<file path="config.mk">
export PLATFORM = sky130hd
export DESIGN_NAME = pwr_wake_seq
export DESIGN_NICKNAME = d
export VERILOG_FILES = /design/src/rtl/pwr_wake_pkg.sv /design/src/rtl/alarm_cmp.sv /design/src/rtl/ks_qualifier.sv /design/src/rtl/pwr_seq_core.sv /design/src/rtl/pwr_wake_seq.sv
export SDC_FILE = /design/constraint.sdc
export NUM_CORES = 1
export LEC_CHECK = 0
export ABC_AREA = 0
export BUFFER_PORTS_ARGS = -buffer_cell sky130_fd_sc_hd__buf_2
export CELL_PAD_IN_SITES_DETAIL_PLACEMENT = 0
export CELL_PAD_IN_SITES_GLOBAL_PLACEMENT = 1
export CORE_ASPECT_RATIO = 0.5
export CORE_MARGIN = 2
export CORE_UTILIZATION = 28
export DETAILED_ROUTE_END_ITERATION = 10
export PLACE_DENSITY = 0.74
export RECOVER_POWER = 25
export SLEW_MARGIN = 25
export SYNTH_ARGS = -nofsm -noshare
export SYNTH_HDL_FRONTEND = slang
export SYNTH_SLANG_ARGS = --single-unit
</file>
<file path="constraint.sdc">
create_clock -name clk -period 1.5 [get_ports clk]
set_input_delay 0.075 -clock clk [delete_from_list [all_inputs] [get_ports clk]]
set_output_delay 0.075 -clock clk [all_outputs]
set_load 0.01 [all_outputs]
</file>
<file path="src/rtl/pwr_wake_pkg.sv">
`timescale 1ns/1ps
// pwr_wake_pkg: shared types and control-word bit positions for the
// power-on sequencer. Assumes a 5-bit control word.
package pwr_wake_pkg;
    typedef enum logic [1:0] {
        SEQ_OFF     = 2'd0,
        SEQ_WAIT    = 2'd1,
        SEQ_ON      = 2'd2,
        SEQ_RELEASE = 2'd3
    } seq_state_e;

    localparam int CTRL_W   = 5;
    localparam int B_WEN    = 0;
    localparam int B_KEN    = 1;
    localparam int B_WFLAG  = 2;
    localparam int B_KFLAG  = 3;
    localparam int B_HOLD   = 4;
endpackage

</file>
<file path="src/rtl/alarm_cmp.sv">
`timescale 1ns/1ps
// alarm_cmp: compares each time field against its alarm field and emits a
// one-cycle pulse when the full match first becomes true.
// Assumes fields are stable between clock edges (same clock domain).
module alarm_cmp #(
    parameter int FIELD_W    = 8,
    parameter int NUM_FIELDS = 4
) (
    input  logic                                 clk,
    input  logic                                 rst_n,
    input  logic [NUM_FIELDS-1:0][FIELD_W-1:0]   now_f,
    input  logic [NUM_FIELDS-1:0][FIELD_W-1:0]   alm_f,
    output logic                                 match_rise
);
    logic [NUM_FIELDS-1:0] field_eq;
    logic                  match_all;
    logic                  match_q;

    // One equality comparator per field.
    for (genvar i = 0; i < NUM_FIELDS; i++) begin : g_field
        assign field_eq[i] = (now_f[i] == alm_f[i]);
    end

    assign match_all = &field_eq;

    // Remember last cycle's match so a held match fires once.
    always_ff @(posedge clk) begin
        if (!rst_n) match_q <= 1'b0;
        else        match_q <= match_all;
    end

    assign match_rise = match_all & ~match_q;

    a_r2_single_rise: assert property (@(posedge clk) disable iff (!rst_n)
        match_rise |=> !match_rise);
endmodule

</file>
<file path="src/rtl/ks_qualifier.sv">
`timescale 1ns/1ps
// ks_qualifier: synchronizes the asynchronous kickstart pin and emits one
// pulse once it has been low for KS_MIN_CYC consecutive synchronized cycles.
// Assumes KS_MIN_CYC >= 1.
module ks_qualifier #(
    parameter int KS_MIN_CYC = 4
) (
    input  logic clk,
    input  logic rst_n,
    input  logic ks_n,
    output logic ks_evt
);
    localparam int CW = $clog2(KS_MIN_CYC + 1);

    logic          sync1, sync2;
    logic [CW-1:0] low_cnt;

    // Two-flop synchronizer, idles high.
    always_ff @(posedge clk) begin
        if (!rst_n) begin
            sync1 <= 1'b1;
            sync2 <= 1'b1;
        end else begin
            sync1 <= ks_n;
            sync2 <= sync1;
        end
    end

    // Count low cycles, saturating one past the qualify point.
    always_ff @(posedge clk) begin
        if (!rst_n)                          low_cnt <= '0;
        else if (sync2)                      low_cnt <= '0;
        else if (low_cnt != CW'(KS_MIN_CYC)) low_cnt <= low_cnt + 1'b1;
    end

    assign ks_evt = !sync2 && (low_cnt == CW'(KS_MIN_CYC - 1));

    a_r3_one_event_per_pulse: assert property (@(posedge clk) disable iff (!rst_n)
        ks_evt |=> !ks_evt);
    a_r3_event_needs_low: assert property (@(posedge clk) disable iff (!rst_n)
        ks_evt |-> !sync2);
endmodule

</file>
<file path="src/rtl/pwr_seq_core.sv">
`timescale 1ns/1ps
// pwr_seq_core: power-on state machine plus the control/status word.
// Takes trigger pulses from the alarm and kickstart paths, times the
// supply-return window and drives the two open-drain pull enables.
// Assumes TIMEOUT_CYC >= 2 and vcc_good already synchronized.
module pwr_seq_core
    import pwr_wake_pkg::*;
#(
    parameter int TIMEOUT_CYC = 1024
) (
    input  logic              clk,
    input  logic              rst_n,
    input  logic              match_rise,
    input  logic              ks_evt,
    input  logic              vcc_good,
    input  logic              ext_irq,
    input  logic              wr_en,
    input  logic [CTRL_W-1:0] wr_data,
    output logic [CTRL_W-1:0] reg_q,
    output logic              pwr_pull,
    output logic              irq_pull
);
    localparam int TW = $clog2(TIMEOUT_CYC + 1);

    seq_state_e state_q;
    logic [TW-1:0] timer_q;
    logic wen_q, ken_q, wflag_q, kflag_q, hold_q;
    logic down, powered, wake_trig, ks_trig, set_w, set_k, win_ok, win_end;

    // Decode state groups and trigger conditions.
    always_comb begin
        down      = (state_q == SEQ_OFF);
        powered   = (state_q == SEQ_ON) || (state_q == SEQ_RELEASE);
        wake_trig = down && wen_q && match_rise;
        ks_trig   = down && ken_q && ks_evt;
        set_w     = down ? wake_trig : match_rise;
        set_k     = down ? ks_trig   : ks_evt;
        win_ok    = (state_q == SEQ_WAIT) && vcc_good;
        win_end   = (state_q == SEQ_WAIT) && !vcc_good
                    && (timer_q == TW'(TIMEOUT_CYC - 1));
    end

    // Sequencer state and supply-window timer.
    always_ff @(posedge clk) begin
        if (!rst_n) begin
            state_q <= SEQ_OFF;
            timer_q <= '0;
        end else begin
            case (state_q)
                SEQ_OFF: begin
                    timer_q <= '0;
                    if (wake_trig || ks_trig) state_q <= SEQ_WAIT;
                end
                SEQ_WAIT: begin
                    if (win_ok)       state_q <= SEQ_ON;
                    else if (win_end) state_q <= SEQ_OFF;
                    else              timer_q <= timer_q + 1'b1;
                end
                SEQ_ON: begin
                    if (hold_q) state_q <= SEQ_RELEASE;
                end
                default: begin
                    if (!vcc_good)   state_q <= SEQ_OFF;
                    else if (!hold_q) state_q <= SEQ_ON;
                end
            endcase
        end
    end

    // Enable bits follow the write port.
    always_ff @(posedge clk) begin
        if (!rst_n) begin
            wen_q <= 1'b0;
            ken_q <= 1'b0;
        end else if (wr_en) begin
            wen_q <= wr_data[B_WEN];
            ken_q <= wr_data[B_KEN];
        end
    end

    // Flags: an event sets, a written 0 clears, event wins a tie.
    always_ff @(posedge clk) begin
        if (!rst_n) begin
            wflag_q <= 1'b0;
            kflag_q <= 1'b0;
        end else begin
            if (set_w)                           wflag_q <= 1'b1;
            else if (wr_en && !wr_data[B_WFLAG]) wflag_q <= 1'b0;
            if (set_k)                           kflag_q <= 1'b1;
            else if (wr_en && !wr_data[B_KFLAG]) kflag_q <= 1'b0;
        end
    end

    // Hold bit: cleared on a successful power-on, else software-written.
    always_ff @(posedge clk) begin
        if (!rst_n)     hold_q <= 1'b1;
        else if (win_ok) hold_q <= 1'b0;
        else if (wr_en)  hold_q <= wr_data[B_HOLD];
    end

    assign reg_q    = {hold_q, kflag_q, wflag_q, ken_q, wen_q};
    assign pwr_pull = (state_q == SEQ_WAIT) || (powered && !hold_q);
    assign irq_pull = powered && ((wflag_q && wen_q) || (kflag_q && ken_q) || ext_irq);

    a_r2_wake_trigger: assert property (@(posedge clk) disable iff (!rst_n)
        (down && wen_q && match_rise) |=> (state_q == SEQ_WAIT && wflag_q));
    a_r3_ks_trigger: assert property (@(posedge clk) disable iff (!rst_n)
        (down && ken_q && ks_evt) |=> (state_q == SEQ_WAIT && kflag_q));
    a_r4_flag_kept: assert property (@(posedge clk) disable iff (!rst_n)
        (win_end && !wr_en) |=> (down && (wflag_q || kflag_q) && !pwr_pull));
    a_r5_power_on: assert property (@(posedge clk) disable iff (!rst_n)
        win_ok |=> (state_q == SEQ_ON && !hold_q && pwr_pull));
    a_r6_release: assert property (@(posedge clk) disable iff (!rst_n)
        (state_q == SEQ_ON && hold_q) |=> (state_q == SEQ_RELEASE));
    a_r7_write_one_keeps_clear: assert property (@(posedge clk) disable iff (!rst_n)
        (wr_en && wr_data[B_WFLAG] && !wflag_q && !set_w) |=> !wflag_q);
    a_r8_quiet_when_down: assert property (@(posedge clk) disable iff (!rst_n)
        $rose(irq_pull) |-> powered);
endmodule

</file>
<file path="src/rtl/pwr_wake_seq.sv">
`timescale 1ns/1ps
// pwr_wake_seq: top of the battery-domain power-on sequencer. Packs the
// time and alarm fields, qualifies the kickstart pin and drives the
// sequencer core. Assumes all inputs except ks_n are synchronous to clk.
module pwr_wake_seq
    import pwr_wake_pkg::*;
#(
    parameter int FIELD_W     = 8,
    parameter int TIMEOUT_CYC = 1024,
    parameter int KS_MIN_CYC  = 4
) (
    input  logic               clk,
    input  logic               rst_n,
    input  logic [FIELD_W-1:0] cur_date,
    input  logic [FIELD_W-1:0] cur_hour,
    input  logic [FIELD_W-1:0] cur_min,
    input  logic [FIELD_W-1:0] cur_sec,
    input  logic [FIELD_W-1:0] alm_date,
    input  logic [FIELD_W-1:0] alm_hour,
    input  logic [FIELD_W-1:0] alm_min,
    input  logic [FIELD_W-1:0] alm_sec,
    input  logic               ks_n,
    input  logic               vcc_good,
    input  logic               ext_irq,
    input  logic               wr_en,
    input  logic [4:0]         wr_data,
    output logic [4:0]         reg_q,
    output logic               pwr_pull,
    output logic               irq_pull
);
    localparam int NF = 4;

    logic [NF-1:0][FIELD_W-1:0] now_f, alm_f;
    logic match_rise, ks_evt;

    assign now_f = {cur_date, cur_hour, cur_min, cur_sec};
    assign alm_f = {alm_date, alm_hour, alm_min, alm_sec};

    alarm_cmp #(.FIELD_W(FIELD_W), .NUM_FIELDS(NF)) u_cmp (
        .clk(clk), .rst_n(rst_n), .now_f(now_f), .alm_f(alm_f),
        .match_rise(match_rise)
    );

    ks_qualifier #(.KS_MIN_CYC(KS_MIN_CYC)) u_ks (
        .clk(clk), .rst_n(rst_n), .ks_n(ks_n), .ks_evt(ks_evt)
    );

    pwr_seq_core #(.TIMEOUT_CYC(TIMEOUT_CYC)) u_core (
        .clk(clk), .rst_n(rst_n), .match_rise(match_rise), .ks_evt(ks_evt),
        .vcc_good(vcc_good), .ext_irq(ext_irq), .wr_en(wr_en),
        .wr_data(wr_data), .reg_q(reg_q), .pwr_pull(pwr_pull),
        .irq_pull(irq_pull)
    );
endmodule

</file>
# Word level (Yosys, flattened, before mapping)
# Cells that the tools add are included.
# totals
register_bits	24
latch_bits	0
mem_bits_rw	0
rom_bits	0
output_inout_bits	7
elab_cells	83
n_memories	0
# op_classes
n_addsub	2
n_mul	0
div	0
n_lt_le_gt_ge	0
n_eq_ne	16
shifts	0
n_mux	18
n_bitwise	3
reduce_logical	33
# op_table
cell	n
8-bit equality test	4
11-bit two-way mux	2
11-bit case mux with 2 select lines	1
1-bit logical AND	14
2-bit two-way mux	6
11-bit by 1-bit adder with 11-bit output (second input constant)	1
11-bit by 10-bit equality test with 1-bit output (second input constant)	1
1-bit two-way mux	8
4-bit AND reduction	2
2-bit nonzero test	4
2-bit inequality test (second input constant)	3
2-bit case mux with 3 select lines	1
1-bit logical NOT	5
1-bit logical OR	5
5-bit inequality test (second input constant)	1
2-bit equality test (second input constant)	2
3-bit by 1-bit adder with 3-bit output (second input constant)	1
3-bit by 2-bit equality test with 1-bit output (second input constant)	1
3-bit by 1-bit inequality test with 1-bit output (second input constant)	1
3-bit inequality test (second input constant)	1
3-bit AND reduction	1
2-bit by 1-bit equality test with 1-bit output (second input constant)	1
2-bit logical NOT	1
2-bit by 1-bit inequality test with 1-bit output (second input constant)	1
other kinds (3)	4

# Longest topological paths before layout
# Gate-level depths: netlist of the first run.
# logic_depth
word_depth	7
depth_mapped	6
depth_no_buf	6

# Modules after synthesis
# A second synthesis of the first run with hierarchy kept.
# hier_totals
cells_unflattened	178
hier_area_um2	1549.0
# modules_own_cells
module	n_inst	cells_per_inst	area_each_um2
pwr_seq_core	1	109	948.4
alarm_cmp	1	46	376.6
ks_qualifier	1	23	224.0

# Worst setup path after synthesis of the first run
# OpenSTA, ideal clock, no wires.
# synth_path
path_type	register -> register
start	register u_core.timer_q[0]
end	register u_core.timer_q[7]
t_arrival_ps	1615
slack_ps	-186
path_stages_with_launch	7
n_path_buf	0
synth_period_minus_slack_ps	1686
cell_sequence	dfxtp_1 ha_1 nand2_1 o41ai_4 a21o_4 or4_1 a21oi_1
# synth_via
elab_chain_cells	4
# synth_lines
item	line	text
start: declaration	pwr_seq_core.sv:26	logic [TW-1:0] timer_q;
start signal: assignment	pwr_seq_core.sv:57	else timer_q <= timer_q + 1'b1;
11-bit by 1-bit adder with 11-bit output or 11-bit by 10-bit equality test with 1-bit output (tied branches)	pwr_seq_core.sv:57, pwr_seq_core.sv:40	
11-bit two-way mux or 1-bit logical AND (tied branches)	pwr_seq_core.sv:56, pwr_seq_core.sv:40	
11-bit two-way mux or 2-bit inequality test (tied branches)	n/a	
11-bit case mux with 2 select lines or 3-bit AND reduction (tied branches)	n/a	
# Parallel ways exist; a longest one is shown, timed or not. The select of a mux whose other input is x is not followed.
# A chain may end at the register's enable or synchronous reset.

# Worst setup path in the final report of the first run
# layout_path
start	register u_core.timer_q[1]
end	register u_core.timer_q[7]
# Same word-level chain as after synthesis.

==> metrics.yaml, run 1 <==
startpoint_type: "flip-flop"
drc: 0
worstSetupEndpointType: "flip-flop"
syn_to_final_growth_pct: 51.9
slew_viol_final: 0
drv_cap: 0
syn_avg_cell_area_sq_um: 8.84
fin_crit_ns: 1.66
worstSetupPathType: "reg2reg"
critPathMaxStageDelay_ns: 0.47
diodes: 0
post-dp-hpwl_mm: 3.20
switching_share: 0.233
nets: 362
post-place-ws_ns: -0.217
htreeDepth: 1
wirelength_mm: 3.84
r2r_cells: 7
clk_path_buf_depth: 2
crit_family: "simple AND/OR/NAND/NOR gates"
setup_tns_ns: -0.741
p_switching_uw: 308
finalWeightedCongestion: 0.816
drtPass1Iterations: 4
worstPathRequired_ns: 1.70
maxSlewHeadroom: 0.782
port_buffers: 81
finalNonFillerCells: 355
ant_nets: 0
syn_inst: 174
critPathMaxFanout: 4
p_clk_frac: 0.331
timing.final.crit_share: 1.11
cp_slowest_cell: "or4_1"
clk_pin_slew_ns: 0.08
power.internal_uw: 1020
cts_root_buf: "clkbuf_8"
row_count: 19
worst_slew_pin_slew_ns: 0.323
viasPerCell: 4.56
pwr-share-comb: 0.176
synth_seq_cells: 24
grt_max_degree: 18
max_freq_mhz: 603
min_path_cells: 3
setup_slack_ns: -0.159
fp.dieArea_sq_um: 6140
synth_ff_type: "dfxtp_1"
violations: "setup timing"
cts_made_buffers: 3
clkSinkCount: 24
synth_edf_count: 0
cp_data_arrival_time_ns: 1.86
io_pins: 82
status: "finished with violations"
ys_seq_area_frac: 0.312
first_iter_violations: 28
first_global_vias: 1612
power_density_nw_per_um2: 567
cts_tree: "built"
synth_cell_types: 41
wire_per_inst_microns: 10.8
power.share.sequential: 0.493
core_sq_um: 5400
hold_path_class: "in2reg"
yosysWarnings: 0
vias: 1618
grt.overflow.total: 0
clock_latency_ns: 0.26
final_layout_size_suffix_gt1_frac: 0.479
mostFrequentLayoutCells: "80 x buf_2, 32 x xor2_1, 29 x buf_4, 13 x dfxtp_1"
power_leakage_uw: 0.00105
rsz0062_at_grt: "true"
fp.dieW_microns: 109
async_flop_share: 0
setup_viol: 10
grt_antenna_before_repair: 0
placed_cells: 347
cp.depth: 7
crit_chain: "ha_4 > nand2_4 > o41ai_4 > buf_6 > a21o_4 > or4_1 > a21oi_1"
track_usage: 0.131
start_util: 0.285
ir_drop_mv: 0.323
synth_nets: 253
path_buf_inv: 1
fin_skew_ns: 0.00187
mostFrequentLayoutCell: "buf_2"
netlist_area_sq_um: 1540
final_hold_viol_count: 0
grt_pass1_wl_mm: 6.52
chipHeight_microns: 56.4
## layout make-up
class	instances	area (sq um)
clock buffer	4	55.1
tap	73	91.3
sequential	24	494
inverter	8	30.0
timing repair buffer	112	643
fill	542	3060
multi-input combinational	134	1020
## power groups by stage
| stage | clock [uW] | sequential, uW | combinational (uW) |
|---|---|---|---|
| finish | 439 | 652 | 233 |
| global route | 470 | 653 | 259 |
| CTS | 455 | 652 | 237 |
| detailed placement | 0 | 667 | 230 |
| global placement | 0 | 667 | 226 |
| floorplan | 0 | 665 | 98.6 |
## routing by layer
| metal | vias up | GRT usage | part of all wire |
|---|---|---|---|
| li1 | 827 | - | - |
| met1 | 731 | 0.149 | 0.43 |
| met2 | 56 | 0.244 | 0.49 |
| met3 | 4 | 0.0267 | 0.060 |
| met4 | 0 | 0.0421 | 0.014 |
| met5 | - | 0 | 0 |
## cell usage after synthesis, types with 2 or more instances
master | number | share of area
dfxtp_1 | 24 | 0.31
nand3_1 | 4 | 0.013
or3_1 | 2 | 0.0081
xnor2_1 | 6 | 0.034
a21oi_1 | 7 | 0.023
nor2b_1 | 6 | 0.024
nor2_1 | 11 | 0.027
nor4_1 | 8 | 0.033
clkbuf_1 | 3 | 0.0073
inv_1 | 8 | 0.020
nand2b_1 | 2 | 0.0081
nand4_1 | 4 | 0.016
nand2_1 | 9 | 0.022
mux2i_1 | 4 | 0.026
or4_1 | 3 | 0.015
o21ai_0 | 6 | 0.020
xor2_1 | 32 | 0.18
o31ai_1 | 4 | 0.020
a211oi_1 | 2 | 0.0098
buf_4 | 5 | 0.024
ha_1 | 4 | 0.033
## stage by stage
step / total power, uW / utilization / hold WS, ns / area (sq um)
2_1_floorplan: 764 / - / 0.148 / 1580
3_3_place_gp: 894 / 0.413 / 0.263 / 2230
3_5_place_dp: 897 / 0.413 / 0.268 / 2230
4_1_cts: 1340 / 0.428 / 0.0496 / 2310
5_1_grt: 1380 / 0.433 / 0.0653 / 2340
6_report: 1320 / 0.433 / 0.0539 / 2340
## final timing paths
kind,from,end,slack (ns)
worst min register to register,u_ks.sync1$_SDFF_PN1_,u_ks.sync2$_SDFF_PN1_,0.42
worst max-delay path,u_core.timer_q[1]$_SDFFE_PN0P_,u_core.timer_q[7]$_SDFFE_PN0P_,-0.16
worst max register to register,u_core.timer_q[1]$_SDFFE_PN0P_,u_core.timer_q[7]$_SDFFE_PN0P_,-0.16
worst min-delay path,wr_data[2],u_core.wflag_q$_SDFFE_PN0P_,0.05
## registers in the layout (all words and copies together), names as in the netlist, named ones only
register	count
u_ks.sync2	1
u_ks.low_cnt	3
u_core.state_q	1
u_core.kflag_q	1
u_core.wen_q	1
u_core.hold_q	1
u_core.wflag_q	1
u_core.timer_q	11
u_cmp.match_q	1
u_core.ken_q	1
u_ks.sync1	1
## cells by family (layout without fill, tap and decap cells)
family / after synthesis / count (layout) / synth area share
simple gates: 55 / 55 / 0.194
xor+xnor: 38 / 38 / 0.216
compound gates: 33 / 33 / 0.167
flops: 24 / 24 / 0.312
buf+inv: 16 / 124 / 0.0513
fa+ha+maj: 4 / 4 / 0.0325
mux: 4 / 4 / 0.0260
## repair_timing
item	4_1_cts	5_1_grt
resized for setup	3	8
hold endpoints to repair	1	0
hold buffers	1	0
setup buffers	1	2
setup endpoints to repair	6	12
gates cloned	0	0
pin swaps	0	5
## worst min-delay path: cells and delay by family
kind,cells,cell delay (ns)
AO/OA/AOI/OAI,2,0.14
buffers and inverters,1,0.07
Note: power is estimated with default switching activity, not from simulation.
==> run 2, diff against run 1 <==
MAX_ROUTING_LAYER = met4   (was not set)
PLACE_DENSITY = not set   (was 0.74)
PLACE_DENSITY_LB_ADDON = 0.1   (was not set)
==> metrics.yaml, run 2 (synthesis results as in run 1) <==
mostFrequentLayoutCells: "80 x buf_2, 32 x xor2_1, 31 x buf_4, 12 x dfxtp_2, 12 x dfxtp_1"
setup_viol: 8  # -2
fin_skew_ns: 0.00190  # +0.0000316 ns
drtPass1Iterations: 6  # +2
grt_max_degree: 15  # -3
final_hold_viol_count: 0  # unchanged
p_switching_uw: 324  # +5.3%
worst_slew_pin_slew_ns: 0.354  # +0.0305 ns
max_freq_mhz: 603  # about the same
crit_family: "simple AND/OR/NAND/NOR gates"
final_cell_area_sq_um: 2370  # +1.6%
slew_viol_final: 0  # unchanged
fp.dieW_microns: 109  # unchanged
vias: 1581  # -2.3%
fp.dieArea_sq_um: 6140  # unchanged
setup_slack_ns: -0.159  # +0.000325 ns
timing.final.crit_share: 1.11  # about the same
syn_to_final_growth_pct: 54.4
finalNonFillerCells: 356  # +0.28%
cts_root_buf: "clkbuf_8"
crit_chain: "ha_4 > nand2_4 > o41ai_4 > buf_4 > a21o_4 > or4_1 > a21oi_1"
io_pins: 82  # unchanged
port_buffers: 81  # unchanged
start_util: 0.285  # unchanged
clkSinkCount: 24  # unchanged
cp.depth: 7  # unchanged
startpoint_type: "flip-flop"
first_global_vias: 1610  # -0.12%
diodes: 0  # unchanged
postPlaceCellArea_sq_um: 2230  # unchanged
clk_path_buf_depth: 2  # unchanged
first_iter_violations: 40  # +43%
post-place-ws_ns: -0.186  # +0.0305 ns
power.share.sequential: 0.445  # -0.048
nets: 363  # +0.28%
htreeDepth: 1  # unchanged
wirelength_mm: 4.12  # +7.3%
post-route-util: 0.440  # +0.00696
chipHeight_microns: 56.4  # unchanged
grt.overflow.total: 0  # unchanged
cp_data_arrival_time_ns: 1.86  # about the same
status: "finished with violations"
maxSlewHeadroom: 0.761  # -0.0203
wire_per_inst_microns: 11.6  # +7.0%
setup_tns_ns: -0.450  # +0.290 ns
drc: 0  # unchanged
rsz0062_at_grt: "true"
drv_cap: 0  # unchanged
cts_tree: "built"
min_path_cells: 3  # unchanged
clock_latency_ns: 0.27  # about the same
row_count: 19  # unchanged
mostFrequentLayoutCell: "buf_2"
final_layout_size_suffix_gt1_frac: 0.495  # +0.0160
power.internal_uw: 1140  # +12%
critPathMaxStageDelay_ns: 0.47  # about the same
fin_crit_ns: 1.66  # -0.000325 ns
critPathMaxFanout: 5  # +1
largest_reg_flops: 11  # unchanged
r2r_cells: 7  # unchanged
path_buf_inv: 1  # unchanged
placed_cells: 347  # unchanged
switching_share: 0.222  # -0.0110
ir_drop_mv: 0.325  # +0.59%
worstSetupEndpointType: "flip-flop"
cts_made_buffers: 3  # unchanged
worstSetupPathType: "reg2reg"
power_leakage_uw: 0.00107  # +1.4%
core_sq_um: 5400  # unchanged
track_usage: 0.145  # +0.0141
clk_pin_slew_ns: 0.09  # about the same
p_clk_frac: 0.395  # +0.064
power_density_nw_per_um2: 617  # +8.8%
worstPathRequired_ns: 1.70  # about the same
largest_register: "u_core.timer_q"
finalWeightedCongestion: 0.857  # +5.1%
pwr-share-comb: 0.160  # -0.016
cp_slowest_cell: "or4_1"
viasPerCell: 4.44  # -2.6%
hold_path_class: "in2reg"
post-dp-hpwl_mm: 3.41  # +6.5%
grt_pass1_wl_mm: 6.91  # +6.0%
grt_antenna_before_repair: 0  # unchanged
violations: "setup timing"
top_regs: "u_core.timer_q (11), u_ks.low_cnt (3)"
ant_nets: 0  # unchanged
run 2: path summary, 6_finish.rpt:
path | start | slack [ns] | to
worst min-delay path | wr_data[2] | 0.05 | u_core.wflag_q$_SDFFE_PN0P_
worst min register to register | u_ks.sync1$_SDFF_PN1_ | 0.42 | u_ks.sync2$_SDFF_PN1_
worst max-delay path | u_core.timer_q[0]$_SDFFE_PN0P_ | -0.16 | u_core.timer_q[7]$_SDFFE_PN0P_
worst max register to register | u_core.timer_q[0]$_SDFFE_PN0P_ | -0.16 | u_core.timer_q[7]$_SDFFE_PN0P_
run 2: timing repair:
item	CTS	global route
buffers inserted	3	1
hold buffers	1	0
gates resized for setup	2	13
endpoints found under the hold margin	1	0
pin swaps	5	8
endpoints found under the setup margin	6	12
run 2: power by group through the flow:
stage | clock (uW) | sequential [uW] | combinational, uW
floorplan | 0 | 665 | 98.6
global placement | 0 | 667 | 229
detailed placement | 0 | 667 | 233
CTS | 595 | 652 | 238
global route | 620 | 654 | 261
finish | 577 | 652 | 234
run 2: layer usage:
metal  vias up  track usage  wire length, microns
met5         -            -                     0
met4         0       0.0275                    14
met3         2       0.0383                   209
met2        46        0.258                  2110
met1       703        0.165                  1780
li1        830            -                     -
run 2: stage by stage:
step                      hold slack [ns]  total power [uW]
final                              0.0492              1460
after CTS                          0.0453              1480
after floorplan                     0.148               764
after global routing               0.0518              1530
after detailed placement            0.258               900
after global placement              0.254               897
run 2: area by class of cell:
type / count / area (sq um)
fillers: 544 / 3020
multi-input cells: 134 / 1040
repair buffers: 113 / 647
flip-flops and latches: 24 / 495
well taps: 73 / 91.3
clock buffers: 3 / 41.3
clock inverters: 1 / 30.0
inverters: 8 / 30.0
run 2: worst reg2reg max path: stages (launching register included):
cell and delay [ns]:
dfxtp_2 0.35, ha_4 0.17, nand2_4 0.06, o41ai_4 0.06, buf_4 0.15, a21o_4 0.21, or4_1 0.47, a21oi_1 0.13
